===== src/rtl/irq_ack_pkg.sv =====
package irq_ack_pkg;
  typedef enum logic {
    SEQ_IDLE = 1'b0,
    SEQ_WAIT = 1'b1
  } seq_st_t;
endpackage


===== src/rtl/irq_capture.sv =====
module irq_capture #(
  parameter int NLVL = 7
) (
  input  logic            clk,
  input  logic            rst_n,
  input  logic [NLVL-1:0] irq_i,
  input  logic [NLVL-1:0] edge_mode_i,
  input  logic [NLVL-1:0] ack_clr_i,
  output logic [NLVL-1:0] live_o
);
  logic [NLVL-1:0] irq_q;
  logic [NLVL-1:0] pend_q, pend_d;

  always_ff @(posedge clk or negedge rst_n) begin
    if (!rst_n) irq_q <= '0;
    else        irq_q <= irq_i;
  end

  for (genvar g = 0; g < NLVL; g++) begin : g_lvl
    logic rise;
    assign rise = irq_i[g] & ~irq_q[g];

    always_comb begin
      pend_d[g] = pend_q[g];
      if (ack_clr_i[g]) pend_d[g] = 1'b0;
      if (rise && edge_mode_i[g]) pend_d[g] = 1'b1;
    end

    always_ff @(posedge clk or negedge rst_n) begin
      if (!rst_n) pend_q[g] <= 1'b0;
      else        pend_q[g] <= pend_d[g];
    end

    if (g == NLVL - 1) begin : g_nmi
      logic arm_q, arm_d;
      always_comb begin
        arm_d = arm_q;
        if (!irq_q[g])    arm_d = 1'b1;
        if (ack_clr_i[g]) arm_d = 1'b0;
      end
      always_ff @(posedge clk or negedge rst_n) begin
        if (!rst_n) arm_q <= 1'b1;
        else        arm_q <= arm_d;
      end
      assign live_o[g] = edge_mode_i[g] ? pend_q[g] : (irq_q[g] & arm_q);
    end else begin : g_std
      assign live_o[g] = edge_mode_i[g] ? pend_q[g] : irq_q[g];
    end
  end
endmodule


===== src/rtl/irq_prio.sv =====
module irq_prio #(
  parameter int NLVL  = 7,
  parameter int LVL_W = 3
) (
  input  logic [NLVL-1:0]  live_i,
  input  logic [LVL_W-1:0] mask_i,
  output logic [LVL_W-1:0] ipl_o
);
  always_comb begin
    ipl_o = '0;
    for (int i = 0; i < NLVL; i++) begin
      if (live_i[i] && ((LVL_W'(i + 1) > mask_i) || (i == NLVL - 1)))
        ipl_o = LVL_W'(i + 1);
    end
  end
endmodule


===== src/rtl/iack_seq.sv =====
module iack_seq
  import irq_ack_pkg::*;
#(
  parameter int NLVL    = 7,
  parameter int LVL_W   = 3,
  parameter int DATA_W  = 16,
  parameter int VEC_W   = 8,
  parameter int AV_BASE = 24
) (
  input  logic              clk,
  input  logic              rst_n,
  input  logic              iack_i,
  input  logic [LVL_W-1:0]  lvl_i,
  input  logic [NLVL-1:0]   live_i,
  input  logic [NLVL-1:0]   avec_cfg_i,
  input  logic              ext_avec_i,
  input  logic              dev_ack_i,
  input  logic [DATA_W-1:0] dev_data_i,
  output logic [NLVL-1:0]   ack_clr_o,
  output logic              dev_iack_o,
  output logic              ack_done_o,
  output logic              autovec_o,
  output logic              spurious_o,
  output logic [VEC_W-1:0]  vec_o
);
  seq_st_t          st_q, st_d;
  logic             done_d, av_d, spur_d;
  logic [VEC_W-1:0] vec_d;
  logic             sel_live, sel_av, accept;

  always_comb begin
    sel_live = 1'b0;
    sel_av   = ext_avec_i;
    for (int i = 0; i < NLVL; i++) begin
      if (lvl_i == LVL_W'(i + 1)) begin
        sel_live = live_i[i];
        sel_av   = sel_av | avec_cfg_i[i];
      end
    end
  end

  assign accept = iack_i && (st_q == SEQ_IDLE);

  always_comb begin
    for (int i = 0; i < NLVL; i++)
      ack_clr_o[i] = accept && (lvl_i == LVL_W'(i + 1));
  end

  always_comb begin
    st_d   = st_q;
    done_d = 1'b0;
    av_d   = 1'b0;
    spur_d = 1'b0;
    vec_d  = vec_o;
    case (st_q)
      SEQ_IDLE: begin
        if (accept) begin
          if (!sel_live) begin
            spur_d = 1'b1;
          end else if (sel_av) begin
            done_d = 1'b1;
            av_d   = 1'b1;
            vec_d  = VEC_W'(AV_BASE) + VEC_W'(lvl_i);
          end else begin
            st_d = SEQ_WAIT;
          end
        end
      end
      SEQ_WAIT: begin
        if (dev_ack_i) begin
          st_d   = SEQ_IDLE;
          done_d = 1'b1;
          vec_d  = dev_data_i[VEC_W-1:0];
        end
      end
      default: st_d = SEQ_IDLE;
    endcase
  end

  always_ff @(posedge clk or negedge rst_n) begin
    if (!rst_n) begin
      st_q       <= SEQ_IDLE;
      ack_done_o <= 1'b0;
      autovec_o  <= 1'b0;
      spurious_o <= 1'b0;
      vec_o      <= '0;
    end else begin
      st_q       <= st_d;
      ack_done_o <= done_d;
      autovec_o  <= av_d;
      spurious_o <= spur_d;
      vec_o      <= vec_d;
    end
  end

  assign dev_iack_o = (st_q == SEQ_WAIT);
endmodule


===== src/rtl/irq_ack_ctrl.sv =====
module irq_ack_ctrl #(
  parameter int NLVL    = 7,
  parameter int DATA_W  = 16,
  parameter int VEC_W   = 8,
  parameter int AV_BASE = 24,
  localparam int LVL_W  = $clog2(NLVL + 1)
) (
  input  logic              clk,
  input  logic              rst_n,
  input  logic [NLVL-1:0]   irq_i,
  input  logic [NLVL-1:0]   edge_mode_i,
  input  logic [NLVL-1:0]   avec_cfg_i,
  input  logic [LVL_W-1:0]  mask_i,
  output logic [LVL_W-1:0]  ipl_o,
  input  logic              iack_i,
  input  logic [LVL_W:0]    iack_addr_i,
  input  logic              ext_avec_i,
  output logic              dev_iack_o,
  input  logic              dev_ack_i,
  input  logic [DATA_W-1:0] dev_data_i,
  output logic              ack_done_o,
  output logic              autovec_o,
  output logic              spurious_o,
  output logic [VEC_W-1:0]  vec_o
);
  logic [NLVL-1:0] live;
  logic [NLVL-1:0] ack_clr;

  irq_capture #(.NLVL(NLVL)) u_cap (
    .clk(clk), .rst_n(rst_n), .irq_i(irq_i), .edge_mode_i(edge_mode_i),
    .ack_clr_i(ack_clr), .live_o(live)
  );

  irq_prio #(.NLVL(NLVL), .LVL_W(LVL_W)) u_prio (
    .live_i(live), .mask_i(mask_i), .ipl_o(ipl_o)
  );

  iack_seq #(
    .NLVL(NLVL), .LVL_W(LVL_W), .DATA_W(DATA_W), .VEC_W(VEC_W), .AV_BASE(AV_BASE)
  ) u_seq (
    .clk(clk), .rst_n(rst_n), .iack_i(iack_i), .lvl_i(iack_addr_i[LVL_W:1]),
    .live_i(live), .avec_cfg_i(avec_cfg_i), .ext_avec_i(ext_avec_i),
    .dev_ack_i(dev_ack_i), .dev_data_i(dev_data_i), .ack_clr_o(ack_clr),
    .dev_iack_o(dev_iack_o), .ack_done_o(ack_done_o), .autovec_o(autovec_o),
    .spurious_o(spurious_o), .vec_o(vec_o)
  );
endmodule


===== config.mk =====
export PLATFORM = sky130hd
export DESIGN_NAME = irq_ack_ctrl
export DESIGN_NICKNAME = d
export VERILOG_FILES = /design/src/rtl/irq_ack_pkg.sv /design/src/rtl/irq_capture.sv /design/src/rtl/irq_prio.sv /design/src/rtl/iack_seq.sv /design/src/rtl/irq_ack_ctrl.sv
export SDC_FILE = /design/constraint.sdc
export NUM_CORES = 1
export LEC_CHECK = 0
export ABC_AREA = 1
export BUFFER_PORTS_ARGS = -buffer_cell sky130_fd_sc_hd__buf_2
export CORE_AREA = 2 2 63 65
export CTS_CLUSTER_SIZE = 10
export DETAILED_ROUTE_END_ITERATION = 8
export DIE_AREA = 0 0 65 67
export PLACE_DENSITY = 0.74
export SETUP_SLACK_MARGIN = 0.1
export SLEW_MARGIN = 5
export SYNTH_ARGS = -nofsm -noshare
export SYNTH_HDL_FRONTEND = slang
export SYNTH_SLANG_ARGS = --single-unit
export TNS_END_PERCENT = 5

===== constraint.sdc =====
create_clock -name clk -period 1.2 [get_ports clk]
set_input_delay 0.12 -clock clk [delete_from_list [all_inputs] [get_ports clk]]
set_output_delay 0.12 -clock clk [all_outputs]
set_load 0.05 [all_outputs]

==> results of run 1 <==
[what timing repair did]
item	in CTS	in global routing
pin swaps	7	15
hold buffers	8	0
setup buffers	1	3
endpoints found under the setup margin	23	23
resized for setup	21	14
endpoints found under the hold margin	33	0
[where the power goes]
part           internal, mW  switching, mW
clock                 0.236          0.299
combinational         0.449          0.850
sequential             1.07         0.0893
[sequential cells by signal, indices dropped and copies added, names as in the netlist]
signal and flops:
u_seq.spurious_o 1, u_cap.pend_q 7, u_seq.dev_iack_o 1, u_cap.irq_q 7
u_seq.autovec_o 1, u_seq.ack_done_o 1, u_seq.vec_o 8, u_cap.g_lvl.g_nmi.arm_q 1
[kinds of logic (layout without fill, tap and decap cells)]
family                 Yosys count  in the layout  share of synthesized area (%)
AND/OR/NAND/NOR                132            132                           40.8
buffers and inverters           33            129                           8.03
AO/OA/AOI/OAI                   19             19                           7.30
flip-flops                      27             27                           43.9
[worst min-delay path by stage]
stage | endpoint | start | slack [ns] | depth (start not counted)
after floorplan | u_cap.irq_q[0] | rst_n | -0.18 | 0
after detailed placement | u_seq.ack_done_o | rst_n | 0.01 | 1
after global routing | u_seq.dev_iack_o | dev_ack_i | 0.06 | 2
final | u_seq.dev_iack_o | dev_ack_i | 0.07 | 2
after CTS | u_seq.dev_iack_o | dev_ack_i | 0.07 | 2
after global placement | u_seq.ack_done_o | rst_n | 0.02 | 1
[per-layer routing]
layer	vias up	global-route usage (%)	share of wire, %
met2	41	35.2	51
met1	756	23.1	43
met3	6	3.21	4.3
met5	-	0	0
met4	0	5.05	1.1
li1	870	-	-
[layout by cell type (no fill, tap or decap)]
cell / synthesis / layout
a21oi_1: 3 / 2
a21oi_2: 0 / 1
a22o_1: 2 / 2
a22oi_2: 0 / 1
buf_12: 0 / 1
buf_2: 0 / 50
buf_4: 0 / 29
buf_6: 0 / 4
buf_8: 0 / 1
clkbuf_8: 0 / 3
clkinvlp_4: 0 / 1
dfrtp_1: 26 / 25
dfrtp_2: 0 / 1
dfstp_2: 1 / 1
dlygate4sd3_1: 0 / 8
inv_1: 27 / 24
inv_2: 5 / 6
inv_4: 0 / 2
nand2_1: 71 / 58
nand2_2: 3 / 16
nand3_1: 17 / 17
nand3_2: 1 / 1
nand4_1: 11 / 11
nand4_4: 2 / 2
nor2_1: 18 / 15
nor2_2: 2 / 4
nor2_4: 2 / 3
nor3_2: 1 / 1
o21ai_0: 10 / 4
o21ai_1: 0 / 1
o21ai_2: 1 / 6
o22ai_1: 1 / 1
o31ai_1: 1 / 1
or2_0: 1 / 1
or2_1: 1 / 1
or2_2: 2 / 2
[final cells by class]
| cell class | count | area, µm² | share of cell area, % |
|---|---|---|---|
| well taps | 48 | 60.1 | 2.55 |
| inverters | 32 | 125 | 5.31 |
| repair buffers | 93 | 628 | 26.7 |
| multi-input cells | 151 | 815 | 34.6 |
| flip-flops and latches | 27 | 678 | 28.8 |
| clock inverters | 1 | 7.51 | 0.319 |
| clock buffers | 3 | 41.3 | 1.75 |
[metrics by stage]
| step | power [mW] | utilization (%) | cells | TNS, ns |
|---|---|---|---|---|
| 6_report | 2.99 | 65.3 | 355 | -3.65 |
| 5_1_grt | 3.17 | 65.3 | 355 | -5.22 |
| 4_1_cts | 2.95 | 63.5 | 352 | -2.59 |
| 3_5_place_dp | 2.36 | 58.6 | 339 | -2.34 |
| 3_3_place_gp | 2.34 | 58.6 | 339 | -2.00 |
| 2_1_floorplan | 1.96 | - | 211 | 0 |
[synthesized netlist by cell type, drive strengths merged]
master / n / area (µm²)
nand2: 74 / 285
inv: 32 / 120
dfrtp: 26 / 651
nor2: 22 / 103
nand3: 18 / 95.1
nand4: 13 / 111
o21ai: 11 / 58.8
or2: 4 / 25.0
a21oi: 3 / 15.0
a22o: 2 / 17.5
a22oi: 1 / 7.51
clkbuf: 1 / 3.75
dfstp: 1 / 26.3
nor3: 1 / 10.0
o22ai: 1 / 6.26
o31ai: 1 / 7.51
==> run_results.csv, run 1 <==
group,metric,value,unit
placed_design,pre_cts_slack,-0.203,ns
power_and_ir_drop,p_leak,1.29,nW
detailed_routing,first_pass_iters,4,
setup_path,reg2reg_slack,-0.28,ns
sta,fmax,0.640,GHz
detailed_routing,vias_per_cell,4.71,
setup_path,path_class,"register to primary output",
setup_path,crit_path_start,"u_cap.pend_q[0]",
detailed_routing,drtIter0Drc,106,
setup_path,cp_max_fo,2,
finish,fillers,330,
sta,hold_slack,0.0740,ns
setup_path,crit_path_end_kind,"primary output",
detailed_routing,drc,0,
setup_path,rr_endpoint,"u_seq.autovec_o",
clocking,clk_latency,0.28,ns
setup_path,path_depth,10,
sta,clock_skew,0.00492,ns
setup_path,reg2reg_from,"u_cap.irq_q[2]",
placed_design,dpl_cell_area,0.00211,mm²
global_routing,grt_usage,19.2,%
synthesis,synth-seq-cells,27,
global_routing,grt_max_degree,17,
die,die_w,65,µm
die,row_count,22,
synthesis,avgSynthCellArea,7.31,µm²
global_routing,grt_pass1_wl,6480,µm
power_and_ir_drop,p_per_area,1270,mW/mm²
die,die_area,0.00436,mm²
sta,setup_ws,-0.363,ns
finish,design_area,0.00235,mm²
outcome,outcome,"complete, but fails checks",
worst_hold_path,min_path_type,"input pin to register",
die,die_h,67,µm
setup_path,path_cells,"nand2_1, nand2_2, buf_6, nand4_1, nand2_1, nand2_1, nand2_1, nand2_1, nand2_2, buf_8",
setup_path,reg2regPathDepth,10,
setup_path,required,1.08,ns
detailed_routing,wl_per_cell,11.0,µm
setup_path,path_common_cell,"nand2_1",
global_routing,grt_pass1_vias,1613,
clocking,cts_tree,"yes",
sta,final_hold_viol_count,0,
sta,post-route-min-period,1.56,ns
placed_design,port_buffers,54,
sta,finalSetupViolations,15,
finish,drive_above_1_share,44.3,%
global_routing,gr-total-overflow,0,
clocking,ctsLongestPathBuffers,2,
outcome,violations,"negative setup slack",
synthesis,synth_nets,260,
clocking,clk_pin_slew,0.10,ns
setup_path,crit_slowest_cell,"dfrtp_1",
clocking,h-tree-depth,1,
setup_path,slowest_delay,0.40,ns
die,ios,64,
sta,rsz0062_at_grt,"yes",
synthesis,netlist_instances,211,
synthesis,ys_seq_area_share,43.9,%
setup_path,path_buf_inv,2,
sta,worstMarginPinSlew,0.355,ns
global_routing,antenna_found_initial,0,
die,core-area,0.00361,mm²
clocking,cts_buffers,3,
setup_path,cp_data_arrival_time,1.44,ns
die,initial_core_util,42.8,%
finish,layout.nets,357,
finish,areaGrowthSynthToFinish,52.6,%
setup_path,cp-start-kind,"register",
flow_run,cap_violations,0,
synthesis,yosys_warnings,0,
detailed_routing,ant_nets,0,
sta,fin_crit_sh,130,%
placed_design,gp_congestion,0.874,
synthesis,netlist_area,0.00154,mm²
setup_path,endpoint,"ipl_o[0]",
detailed_routing,num_vias,1673,
placed_design,dp_hpwl,3110,µm
sta,slew_headroom,76.3,%
sta,final_max_slew_viol_count,0,
finish,diodes,0,
setup_path,critical_path.top_delay_family,"simple AND/OR/NAND/NOR gates",
clocking,cts-root-buf,"clkbuf_8",
synthesis,synth_cell_type_count,25,
clocking,cts.sink_count,27,
detailed_routing,routed_wl,3900,µm
power_and_ir_drop,vdd_drop_max,0.731,mV
(Power assumes the default switching activity.)
==> inputs of run 2 (changes only) <==
--- a/config.mk
+++ b/config.mk
@@ -7,12 +7,13 @@
 export LEC_CHECK = 0
 export ABC_AREA = 1
 export BUFFER_PORTS_ARGS = -buffer_cell sky130_fd_sc_hd__buf_2
-export CORE_AREA = 2 2 63 65
+export CORE_AREA = 2 2 70 59
 export CTS_CLUSTER_SIZE = 10
 export DETAILED_ROUTE_END_ITERATION = 8
-export DIE_AREA = 0 0 65 67
-export PLACE_DENSITY = 0.74
+export DIE_AREA = 0 0 72 61
+export PLACE_DENSITY = 0.78
 export SETUP_SLACK_MARGIN = 0.1
+export SKIP_CTS_REPAIR_TIMING = 1
 export SLEW_MARGIN = 5
 export SYNTH_ARGS = -nofsm -noshare
 export SYNTH_HDL_FRONTEND = slang
==> run_results.csv, run 2 (synthesis results as in run 1) <==
group,metric,value,unit
setup_path,cp-start-kind,"register",
global_routing,grt_max_degree,19,
placed_design,pre_cts_slack,-0.223,ns
clocking,cts-root-buf,"clkbuf_8",
detailed_routing,num_vias,1630,
sta,clock_skew,0.00784,ns
placed_design,gp_congestion,0.905,
finish,areaGrowthSynthToFinish,47.2,%
setup_path,reg2reg_slack,-0.21,ns
die,die_area,0.00439,mm²
die,die_h,61,µm
setup_path,path_class,"register to primary output",
global_routing,antenna_found_initial,0,
finish,fillers,342,
setup_path,path_cells,"nand2_1, nand2_2, inv_2, nand4_1, nand2_1, nand2_1, nand2_1, nand2_2, nand2_2, buf_8",
outcome,violations,"negative setup slack",
flow_run,cap_violations,0,
sta,setup_ws,-0.333,ns
setup_path,path_buf_inv,2,
finish,layout.nets,351,
clocking,cts.sink_count,27,
global_routing,grt_pass1_vias,1511,
setup_path,cp_max_fo,2,
detailed_routing,ant_nets,0,
sta,hold_slack,0.0589,ns
sta,post-route-min-period,1.53,ns
worst_hold_path,min_from,"dev_ack_i",
die,row_count,20,
sta,final_max_slew_viol_count,0,
setup_path,reg2regPathDepth,9,
clocking,clk_pin_slew,0.10,ns
sta,fin_crit_sh,128,%
finish,final_common_cell,"nand2_1",
setup_path,crit_slowest_cell,"dfrtp_1",
sta,rsz0062_at_grt,"yes",
sta,final_hold_viol_count,0,
finish,diodes,0,
global_routing,grt_usage,18.7,%
sta,worstMarginPinSlew,0.422,ns
placed_design,port_buffers,54,
power_and_ir_drop,p_per_area,1300,mW/mm²
setup_path,critical_path.top_delay_family,"simple AND/OR/NAND/NOR gates",
detailed_routing,wl_per_cell,11.8,µm
finish,multi_input_area,793,µm²
detailed_routing,routed_wl,4070,µm
sta,slew_headroom,71.8,%
sta,finalSetupViolations,15,
setup_path,cp_data_arrival_time,1.41,ns
power_and_ir_drop,p_leak,1.26,nW
detailed_routing,first_pass_iters,4,
outcome,outcome,"complete, but fails checks",
finish,largestRegisters,"u_seq.vec_o (8), u_cap.irq_q (7), u_cap.pend_q (7)",
detailed_routing,drc,0,
finish,layout_common_cells,"63 x nand2_1, 50 x buf_2, 25 x buf_4, 25 x dfrtp_1, 22 x inv_1",
sta,tns,-2.83,ns
worst_hold_path,hold_depth,2,
detailed_routing,drtIter0Drc,62,
clocking,cts_buffers,3,
die,initial_core_util,41.9,%
setup_path,rr_endpoint,"u_seq.vec_o[5]",
finish,largest_reg_flops,8,
clocking,h-tree-depth,1,
setup_path,required,1.08,ns
finish,register_area,678,µm²
detailed_routing,vias_per_cell,4.72,
clocking,cts_tree,"yes",
sta,fmax,0.652,GHz
power_and_ir_drop,total_power,2.95,mW
die,die_w,72,µm
worst_hold_path,min_path_type,"input pin to register",
setup_path,slowest_delay,0.40,ns
setup_path,path_common_cell,"nand2_1",
die,core-area,0.00368,mm²
clocking,ctsLongestPathBuffers,2,
setup_path,crit_path_end_kind,"primary output",
setup_path,reg2reg_from,"u_cap.pend_q[1]",
worst_hold_path,min_to,"u_seq.dev_iack_o",
finish,drive_above_1_share,41.2,%
global_routing,grt_pass1_wl,6430,µm
setup_path,path_depth,10,
placed_design,dp_hpwl,3120,µm
finish,utilization,61.7,%
die,ios,64,
finish,largest-register,"u_seq.vec_o",
power_and_ir_drop,vdd_drop_max,0.708,mV
clocking,clk_latency,0.28,ns
global_routing,gr-total-overflow,0,
run 2: cell type report:
class / count / share of cell area [%]
Clock buffer: 3 / 1.82
Clock inverter: 1 / 0.331
Inverter: 32 / 5.51
Multi-Input combinational cell: 151 / 34.9
Sequential cell: 27 / 29.9
Tap cell: 44 / 2.42
Timing Repair Buffer: 87 / 25.1
run 2: where the power goes:
part | internal (mW) | total [mW] | switching, mW
Combinational | 0.413 | 1.26 | 0.845
Sequential | 1.07 | 1.16 | 0.0903
Clock | 0.236 | 0.532 | 0.296
run 2: worst max-delay path by stage:
stage,from,to,slack (ns)
finish,u_cap.pend_q[1],ipl_o[0],-0.33
global route,u_cap.pend_q[1],ipl_o[0],-0.45
floorplan,u_cap.irq_q[6],u_seq.vec_o[0],0.0004
detailed placement,iack_addr_i[1],u_seq.vec_o[5],-0.22
global placement,iack_addr_i[1],u_seq.vec_o[7],-0.17
CTS,u_cap.pend_q[4],ipl_o[1],-0.46
run 2: per-layer routing:
layer	share of wire, %	GRT usage [%]
met1	48	25.4
met5	0	0
met3	5.4	4.15
met4	0.44	2.43
met2	46	32.1
run 2: through the flow:
stage	area, µm²	std cells
after floorplan	1580	211
after global routing	2270	345
after global placement	2080	333
final	2270	345
after detailed placement	2080	333
after CTS	2130	337
==> inputs of run 3 (changes only) <==
--- a/config.mk
+++ b/config.mk
@@ -6,12 +6,12 @@
 export NUM_CORES = 1
 export LEC_CHECK = 0
 export ABC_AREA = 1
-export BUFFER_PORTS_ARGS = -buffer_cell sky130_fd_sc_hd__buf_2
-export CORE_AREA = 2 2 70 59
+export CORE_AREA = 2 2 69 58
 export CTS_CLUSTER_SIZE = 10
 export DETAILED_ROUTE_END_ITERATION = 8
-export DIE_AREA = 0 0 72 61
-export PLACE_DENSITY = 0.78
+export DIE_AREA = 0 0 71 60
+export DONT_BUFFER_PORTS = 1
+export PLACE_DENSITY = 0.64
 export SETUP_SLACK_MARGIN = 0.1
 export SKIP_CTS_REPAIR_TIMING = 1
 export SLEW_MARGIN = 5
==> run_results.csv, run 3 (synthesis results as in run 1) <==
group,metric,value,unit
finish,diodes,0,
setup_path,path_common_cell,"nand2_1",
detailed_routing,ant_nets,0,
global_routing,busiest_layer,"met2",
die,row_count,20,
setup_path,cp_data_arrival_time,1.37,ns
sta,setup_ws,-0.293,ns
placed_design,gp_congestion,0.794,
global_routing,antenna_found_initial,0,
global_routing,grtUsageMet2,29.2,%
sta,worstMarginPinSlew,0.442,ns
global_routing,grt_usage,18.1,%
sta,final_hold_viol_count,0,
power_and_ir_drop,p_leak,1.08,nW
placed_design,dp_hpwl,2880,µm
power_and_ir_drop,combPwrFrac,40.8,%
global_routing,grt_pass1_wl,6020,µm
sta,final_max_slew_viol_count,0,
die,core-area,0.00363,mm²
detailed_routing,wl_per_cell,12.8,µm
flow_run,cap_violations,0,
detailed_routing,first_pass_iters,4,
die,die_w,71,µm
global_routing,grt_pass1_vias,1319,
placed_design,post-place-cells,280,
finish,areaGrowthSynthToFinish,36.4,%
global_routing,grt_util_met1,24.7,%
power_and_ir_drop,clockPowerShare,18.2,%
clocking,cts_buffers,3,
setup_path,path_class,"register to primary output",
clocking,cts-root-buf,"clkbuf_8",
detailed_routing,drc,0,
setup_path,crit_slowest_cell,"dfrtp_1",
clocking,h-tree-depth,1,
power_and_ir_drop,p_switching,1.21,mW
sta,fmax,0.670,GHz
worst_hold_path,min_to,"u_cap.pend_q[3]",
setup_path,slowest_delay,0.39,ns
setup_path,crit_path_end_kind,"primary output",
setup_path,reg2reg_from,"u_cap.pend_q[5]",
detailed_routing,routed_wl,3830,µm
finish,layout_common_cells,"58 x nand2_1, 25 x buf_4, 25 x dfrtp_1, 23 x inv_1, 17 x nand3_1",
finish,layout.cells.non_filler,298,
detailed_routing,drtIter0Drc,41,
setup_path,reg2regPathDepth,9,
setup_path,cp_max_fo,2,
worst_hold_path,min_from,"iack_addr_i[1]",
sta,finalSetupViolations,14,
clocking,cts.sink_count,27,
die,die_area,0.00426,mm²
outcome,outcome,"complete, but fails checks",
power_and_ir_drop,p_per_area,1390,mW/mm²
setup_path,cp-start-kind,"register",
outcome,violations,"negative setup slack",
finish,largest-register,"u_seq.vec_o",
finish,layout.nets,304,
global_routing,gr-total-overflow,0,
finish,largest_reg_flops,8,
placed_design,pre_cts_slack,-0.175,ns
global_routing,grt_use_met3,5.06,%
sta,fin_crit_sh,124,%
finish,final_common_cell,"nand2_1",
power_and_ir_drop,p_int,1.71,mW
power_and_ir_drop,vdd_drop_max,0.725,mV
worst_hold_path,min_path_type,"input pin to register",
power_and_ir_drop,seqPwrFrac,41.0,%
placed_design,port_buffers,0,
clocking,clk_pin_slew,0.10,ns
sta,rsz0062_at_grt,"yes",
global_routing,grt_max_degree,28,
die,die_h,60,µm
sta,slew_headroom,70.5,%
setup_path,rr_endpoint,"u_seq.vec_o[3]",
clocking,ctsLongestPathBuffers,2,
finish,largestRegisters,"u_seq.vec_o (8), u_cap.irq_q (7), u_cap.pend_q (7)",
detailed_routing,vias_per_cell,4.99,
sta,hold_slack,0.0584,ns
setup_path,reg2reg_slack,-0.11,ns
detailed_routing,num_vias,1488,
sta,post-route-min-period,1.49,ns
finish,drive_above_1_share,30.3,%
power_and_ir_drop,power_switching_share,41.6,%
setup_path,required,1.08,ns
clocking,clk_latency,0.28,ns
sta,clock_skew,0.00922,ns
die,initial_core_util,42.5,%
worst_hold_path,hold_depth,3,
die,ios,64,
setup_path,path_cells,"nand2_1, nand2_2, buf_6, nand2_4, nand2_1, nand2_1, nand2_1, nand2_2, nand2_4",
finish,utilization,58.0,%
sta,tns,-1.74,ns
clocking,cts_tree,"yes",
-- run 3: final cells by class --
| type | count | area, µm² |
|---|---|---|
| well taps | 44 | 55.1 |
| clock inverters | 1 | 7.51 |
| repair buffers | 40 | 350 |
| clock buffers | 3 | 41.3 |
| fillers | 340 | 1520 |
| flip-flops and latches | 27 | 678 |
| multi-input cells | 151 | 842 |
| inverters | 32 | 130 |
-- run 3: worst max-delay path, delay by kind of cell, from the launching register on --
family	cells	cell delay, ns
flip-flops	1	0.39
AND/OR/NAND/NOR	8	0.58
buffers and inverters	1	0.12
-- run 3: power groups by stage --
stage	sequential (mW)	clock, mW	combinational, mW
detailed placement	1.21	0	1.05
global placement	1.21	0	1.04
global route	1.22	0.589	1.29
floorplan	1.52	0	0.438
CTS	1.19	0.560	1.05
finish	1.20	0.533	1.19
-- run 3: stage by stage --
step	total power, mW	cell area, µm²
after global placement	2.25	1820
after floorplan	1.96	1580
after global routing	3.10	2100
after detailed placement	2.26	1820
after CTS	2.81	1870
final	2.92	2100
-- run 3: how the worst max path moves through the flow --
stage	from	slack (ns)	endpoint	depth (start not counted)
6_report	u_cap.irq_q[2]	-0.29	ipl_o[0]	9
3_5_place_dp	u_cap.irq_q[4]	-0.18	u_seq.vec_o[3]	7
4_1_cts	u_cap.irq_q[4]	-0.46	ipl_o[1]	7
2_1_floorplan	u_cap.irq_q[6]	0.0004	u_seq.vec_o[0]	7
3_3_place_gp	u_cap.irq_q[4]	-0.15	u_seq.vec_o[6]	7
5_1_grt	u_cap.irq_q[2]	-0.38	ipl_o[0]	9
-- run 3: layer usage --
metal | up-vias | routed length [µm] | part of all wire (%)
met1 | 687 | 1740 | 46
met2 | 36 | 1840 | 48
met5 | - | 0 | 0
li1 | 761 | - | -
met3 | 4 | 197 | 5.1
met4 | 0 | 45 | 1.2
